`config.mk`:
```
export PLATFORM = sky130hd
export DESIGN_NAME = tuner_ctl_slave
export DESIGN_NICKNAME = d
export VERILOG_FILES = /design/src/rtl/tcs_pkg.sv /design/src/rtl/tcs_sync.sv /design/src/rtl/tcs_frame_fsm.sv /design/src/rtl/tcs_shifter.sv /design/src/rtl/tuner_ctl_slave.sv
export SDC_FILE = /design/constraint.sdc
export NUM_CORES = 1
export LEC_CHECK = 0
export ABC_AREA = 1
export BUFFER_PORTS_ARGS = -buffer_cell sky130_fd_sc_hd__buf_4
export CORE_AREA = 2 2 50 52
export CTS_CLUSTER_DIAMETER = 150
export DETAILED_ROUTE_END_ITERATION = 6
export DIE_AREA = 0 0 52 54
export MAX_ROUTING_LAYER = met4
export SLEW_MARGIN = 30
export SYNTH_ARGS = -nofsm -noshare
export SYNTH_HDL_FRONTEND = slang
export SYNTH_HIERARCHICAL = 1
export SYNTH_SLANG_ARGS = --single-unit
```
`constraint.sdc`:
```
create_clock -name clk -period 2.3 [get_ports clk]
set_input_delay 0.115 -clock clk [delete_from_list [all_inputs] [get_ports clk]]
set_output_delay 0.115 -clock clk [all_outputs]
set_load 0.01 [all_outputs]
```
`src/rtl/tcs_pkg.sv`:
```
package tcs_pkg;
    typedef enum logic [0:0] {
        ST_IDLE   = 1'b0,
        ST_SELECT = 1'b1
    } tcs_state_e;
endpackage

```
`src/rtl/tcs_sync.sv`:
```
module tcs_sync #(
    parameter int N      = 3,
    parameter int STAGES = 2
) (
    input  logic         clk,
    input  logic         rst_n,
    input  logic [N-1:0] async_i,
    output logic [N-1:0] sync_o
);
    logic [N-1:0] stage_q [STAGES];

    generate
        for (genvar s = 0; s < STAGES; s++) begin : g_stage
            if (s == 0) begin : g_first
                always_ff @(posedge clk or negedge rst_n) begin
                    if (!rst_n) stage_q[s] <= '0;
                    else        stage_q[s] <= async_i;
                end
            end else begin : g_rest
                always_ff @(posedge clk or negedge rst_n) begin
                    if (!rst_n) stage_q[s] <= '0;
                    else        stage_q[s] <= stage_q[s-1];
                end
            end
        end
    endgenerate

    assign sync_o = stage_q[STAGES-1];
endmodule

```
`src/rtl/tcs_frame_fsm.sv`:
```
module tcs_frame_fsm
    import tcs_pkg::*;
(
    input  logic clk,
    input  logic rst_n,
    input  logic sen_lvl,
    output logic shift_ok,
    output logic commit
);
    tcs_state_e state_q, state_d;

    always_comb begin
        state_d = state_q;
        unique case (state_q)
            ST_IDLE:   if (sen_lvl)  state_d = ST_SELECT;
            ST_SELECT: if (!sen_lvl) state_d = ST_IDLE;
            default:   state_d = ST_IDLE;
        endcase
    end

    always_ff @(posedge clk or negedge rst_n) begin
        if (!rst_n) state_q <= ST_IDLE;
        else        state_q <= state_d;
    end

    always_comb begin
        shift_ok = 1'b0;
        commit   = 1'b0;
        unique case (state_q)
            ST_IDLE: begin
                shift_ok = 1'b0;
                commit   = 1'b0;
            end
            ST_SELECT: begin
                shift_ok = 1'b1;
                commit   = !sen_lvl;
            end
            default: begin
                shift_ok = 1'b0;
                commit   = 1'b0;
            end
        endcase
    end

    // a commit always ends the selected state
    p_commit_ends_r4: assert property (@(posedge clk) disable iff (!rst_n)
        commit |=> (state_q == ST_IDLE));
endmodule

```
`src/rtl/tcs_shifter.sv`:
```
module tcs_shifter #(
    parameter int WORD_W = 8
) (
    input  logic              clk,
    input  logic              rst_n,
    input  logic              shift_en,
    input  logic              bit_in,
    output logic [WORD_W-1:0] word_nxt
);
    logic [WORD_W-1:0] word_q;

    always_comb begin
        word_nxt = word_q;
        if (shift_en) word_nxt = {word_q[WORD_W-2:0], bit_in};
    end

    always_ff @(posedge clk or negedge rst_n) begin
        if (!rst_n) word_q <= '0;
        else        word_q <= word_nxt;
    end

    // each shift lands the incoming bit in position 0
    p_shift_in_r2: assert property (@(posedge clk) disable iff (!rst_n)
        shift_en |=> (word_q[0] == $past(bit_in)));
endmodule

```
`src/rtl/tuner_ctl_slave.sv`:
```
module tuner_ctl_slave #(
    parameter int WORD_W      = 8,
    parameter int TUNE_W      = 5,
    parameter int SYNC_STAGES = 2
) (
    input  logic              clk,
    input  logic              rst_n,
    input  logic              scl_i,
    input  logic              sda_i,
    input  logic              sen_i,
    output logic [TUNE_W-1:0] tune_state_o,
    output logic              standby_o,
    output logic              fmt_err_o,
    output logic              updated_o
);
    localparam int STBY_POS = TUNE_W;
    localparam int RSV_LSB  = TUNE_W + 1;

    logic [2:0]        sync_w;
    logic              scl_s, sda_s, sen_s, scl_prev_q, scl_rise;
    logic              shift_ok, commit;
    logic [WORD_W-1:0] word_nxt;

    tcs_sync #(.N(3), .STAGES(SYNC_STAGES)) u_sync (
        .clk     (clk),
        .rst_n   (rst_n),
        .async_i ({sen_i, sda_i, scl_i}),
        .sync_o  (sync_w)
    );
    assign {sen_s, sda_s, scl_s} = sync_w;

    always_ff @(posedge clk or negedge rst_n) begin
        if (!rst_n) scl_prev_q <= 1'b0;
        else        scl_prev_q <= scl_s;
    end
    assign scl_rise = scl_s && !scl_prev_q;

    tcs_frame_fsm u_fsm (
        .clk      (clk),
        .rst_n    (rst_n),
        .sen_lvl  (sen_s),
        .shift_ok (shift_ok),
        .commit   (commit)
    );

    tcs_shifter #(.WORD_W(WORD_W)) u_shift (
        .clk      (clk),
        .rst_n    (rst_n),
        .shift_en (shift_ok && scl_rise),
        .bit_in   (sda_s),
        .word_nxt (word_nxt)
    );

    always_ff @(posedge clk or negedge rst_n) begin
        if (!rst_n) begin
            tune_state_o <= '0;
            standby_o    <= 1'b0;
            fmt_err_o    <= 1'b0;
            updated_o    <= 1'b0;
        end else begin
            updated_o <= commit;
            if (commit) begin
                tune_state_o <= word_nxt[TUNE_W-1:0];
                standby_o    <= word_nxt[STBY_POS];
                if (|word_nxt[WORD_W-1:RSV_LSB]) fmt_err_o <= 1'b1;
            end
        end
    end

    // outputs hold without a commit
    p_hold_r4: assert property (@(posedge clk) disable iff (!rst_n)
        !commit |=> ($stable(tune_state_o) && $stable(standby_o)));
    // committed fields match the word at commit
    p_load_r7: assert property (@(posedge clk) disable iff (!rst_n)
        commit |=> (tune_state_o == $past(word_nxt[TUNE_W-1:0])));
    // error flag is sticky
    p_sticky_r8: assert property (@(posedge clk) disable iff (!rst_n)
        fmt_err_o |=> fmt_err_o);
    // update pulse lasts one cycle
    p_pulse_r9: assert property (@(posedge clk) disable iff (!rst_n)
        updated_o |=> !updated_o);
endmodule

```
==> results by group <==
Critical path
  • Critical path startpoint category: flop
  • Element type at the critical path end: flop
  • Largest fanout on the critical path: 9
  • Cell breakdown of the critical path: nand2_1 -> nor2_1 -> inv_2 -> nand2_1 -> nand2_1 -> o21ai_2 -> nand2_1
  • Cell with the largest stage delay on the worst path: sky130_fd_sc_hd__nor2_1
  • Critical Path Max Stage Delay: around 0.41 ns
  • Origin of the critical flop-to-flop path: u_fsm/state_q
  • Arr. time, crit path: 1.64 ns
  • Cell type with the highest occurrence count on the critical path: sky130_fd_sc_hd__nand2_1
  • Required time at the endpoint of the critical path: 2.51 ns
  • First element of the critical path: u_fsm/state_q
  • Critical path class: flop to flop

Route
  • DR vias: roughly 500
  • ANT nets after route: 0
  • Wire length per cell: 9.18 um
  • Residual DRC: 0
  • Final routed wirelength across all metal layers: roughly 1100 um
  • 1st-iter DRT viols: 3
  • Number of iterations in the first detailed-routing pass: 2
  • Routed vias/inst: 4.06

Clock network
  • # H-tree levels: 1
  • CTS tree: built
  • Number of post-CTS setup repair buffers: 0
  • Clock network latency to the later pin of the worst-skew pair: 0.31 ns
  • Clock sink total: 24
  • Clock Pin Slew Worst Setup and Hold Paths: 0.13 ns
  • Clock Tree Root: sky130_fd_sc_hd__clkbuf_4
  • Total clock buffers created by CTS: 3
  • Longest Clk Path Bufs: 2

Timing
  • Aggregate negative setup slack: 0 ns
  • Unrepaired setup endpoints after global routing: false
  • Clock Skews: ~0.011 ns
  • Final Max Slew Viols: 0
  • Hold Fails Final Rpt: 0
  • Number of setup violations in the final report: 0
  • Maximum frequency from static timing analysis: 697 MHz
  • Worst Max-Slew Pin Slew: 0.594 ns
  • Part of the cycle the worst path needs: 62.4%
  • Final Critical Period: 1.43 ns
  • Worst relative slew slack: 60.3%

Placement
  • RePlAce Congestion: between 0.8 and 0.9
  • HPWL after detailed placement: ~770 um
  • Number of port buffers: 12
  • Placed Cells: 116

Worst hold path
  • Hold WC Path Type: primary input to async pin

Job
  • Max capacitance violation total: 0

Power and ir drop
  • Power Dens Cells: 943 nW/um^2
  • Maximum ir drop on the vdd rail: 0.000687 V
  • Leakage dissipation: 0.000530 uW

Logic synthesis
  • Post-synthesis sequential element count: 24
  • Synthesized cell area: 860 sq um
  • Count of unique library cells instantiated by Yosys: 10
  • Synth Warn #: 6
  • Post-synthesis sequential area ratio: 69.9%
  • Avg Cell Area, Syn: 10.9 sq um
  • Net count after synthesis: 84
  • Synth Instances: slightly below 80

Die
  • DIE HEIGHT: 54 um
  • Initial core utilization: 37.1%
  • Area of the die: 2810 sq um
  • Std-Cell Core Area: 2320 sq um
  • Die width: about 52 um
  • Number of placed I/O pins: 13
  • Total number of placement rows: 18

GRT
  • Vias in the first global route: approximately 460
  • First-pass GRT wire length: 2060 um
  • Global-route usage over all layers: 10.8%
  • Maximum number of pins on one net before global-route repair: 25
  • Overflow left after global routing: 0
  • Antenna violations before repair: 0

Layout
  • Fin nets: 100
  • Commonest non-fill, non-tap cell in the layout: sky130_fd_sc_hd__nand2_1
  • Layout filler cell count: approximately 220
  • Area added between synthesis and finish: 20.4%
  • Share of layout cells above drive strength 1: between 20% and 30%
  • Top library cells by usage in the layout, fill and taps aside: 32 x sky130_fd_sc_hd__nand2_1, 24 x sky130_fd_sc_hd__dfrtp_1, 12 x sky130_fd_sc_hd__buf_4
  • Final std cells w/o fill: 124
  • Area used by sequential logic in the layout: 601 sq um
  • Total inserted antenna cells: 0
  • Footprint of the multi-input gates: 180 sq um

Outcome
  • Run status: finished clean
[through the flow]
step | power [uW] | utilization [%] | hold WS (ns) | instance area, sq um | worst slack [ns]
finish | 976 | 44.6 | 0.219 | 1030 | 0.866
global route | 1040 | 44.6 | 0.212 | 1030 | 0.714
CTS | 991 | 44.6 | 0.219 | 1030 | 0.862
detailed placement | 688 | 40.6 | 0.0266 | 942 | 0.888
global placement | 687 | 40.6 | 0.0226 | 942 | 0.944
floorplan | 615 | - | -0.181 | 860 | 1.18
[repair_timing]
action | in CTS | in global routing
hold endpoints to repair | 27 | 0
gates resized for setup | 0 | 0
hold buffers | 4 | 0
[routing by layer]
metal | track usage (%) | share of wire, % | wire, um
met1 | 13.1 | 48 | 551
met2 | 15.8 | 43 | 494
met4 | 2.63 | 1.1 | 13
met3 | 5.83 | 6.9 | 79
met5 | - | 0 | 0
[state kept, by name (all words and copies together) (netlist names)]
register        cells
scl_prev_q          1
fmt_err_o           1
updated_o           1
u_sync/sync_o       3
u_shift/word_q      8
u_fsm/state_q       1
tune_state_o        5
u_sync/stage_q      3
standby_o           1
[cell usage after synthesis]
library cell              instances  area (sq um)
sky130_fd_sc_hd__nand2_1         32           120
sky130_fd_sc_hd__dfrtp_1         24           601
sky130_fd_sc_hd__inv_1            8          30.0
sky130_fd_sc_hd__o21ai_2          4          35.0
sky130_fd_sc_hd__buf_4            3          22.5
sky130_fd_sc_hd__o21ai_0          3          15.0
sky130_fd_sc_hd__buf_6            2          22.5
sky130_fd_sc_hd__inv_2            1          3.75
sky130_fd_sc_hd__nor2_1           1          3.75
sky130_fd_sc_hd__nor2_2           1          6.26
[final timing paths]
check,to,slack [ns],cells past startpoint
setup / recovery,fmt_err_o,0.87,7
hold / removal,scl_prev_q,0.22,2
setup reg to reg,fmt_err_o,0.87,7
max in group asynchronous,u_shift/word_q[6],1.85,2
min in group clk,u_sync/sync_o[2],0.36,0
hold reg to reg,u_sync/sync_o[2],0.36,0
[logic make-up after synthesis]
group,Yosys count,synth area share [%]
compound gates,7,5.82
buf+inv,14,9.17
flops,24,69.9
simple gates,34,15.1
[layout make-up]
| type | instances | share of cell area [%] |
|---|---|---|
| clock buffer | 3 | 2.18 |
| clock inverter | 1 | 2.90 |
| inverter | 9 | 3.26 |
| multi-input combinational | 41 | 17.4 |
| sequential | 24 | 58.0 |
| tap | 30 | 3.63 |
| timing repair buffer | 16 | 12.6 |
[power breakdown]
group,internal [uW],total [uW],switching [uW]
Combinational,75.4,160,84.2
Clock,176,294,117
Sequential,489,523,33.4
[worst max-delay path: cells and delay by family (launching register included)]
family,cells,cell delay (ns)
AND/OR/NAND/NOR,5,0.67
AO/OA/AOI/OAI,1,0.13
buffers and inverters,1,0.16
flip-flops,1,0.37
Note: power is estimated with default switching activity, not from simulation.
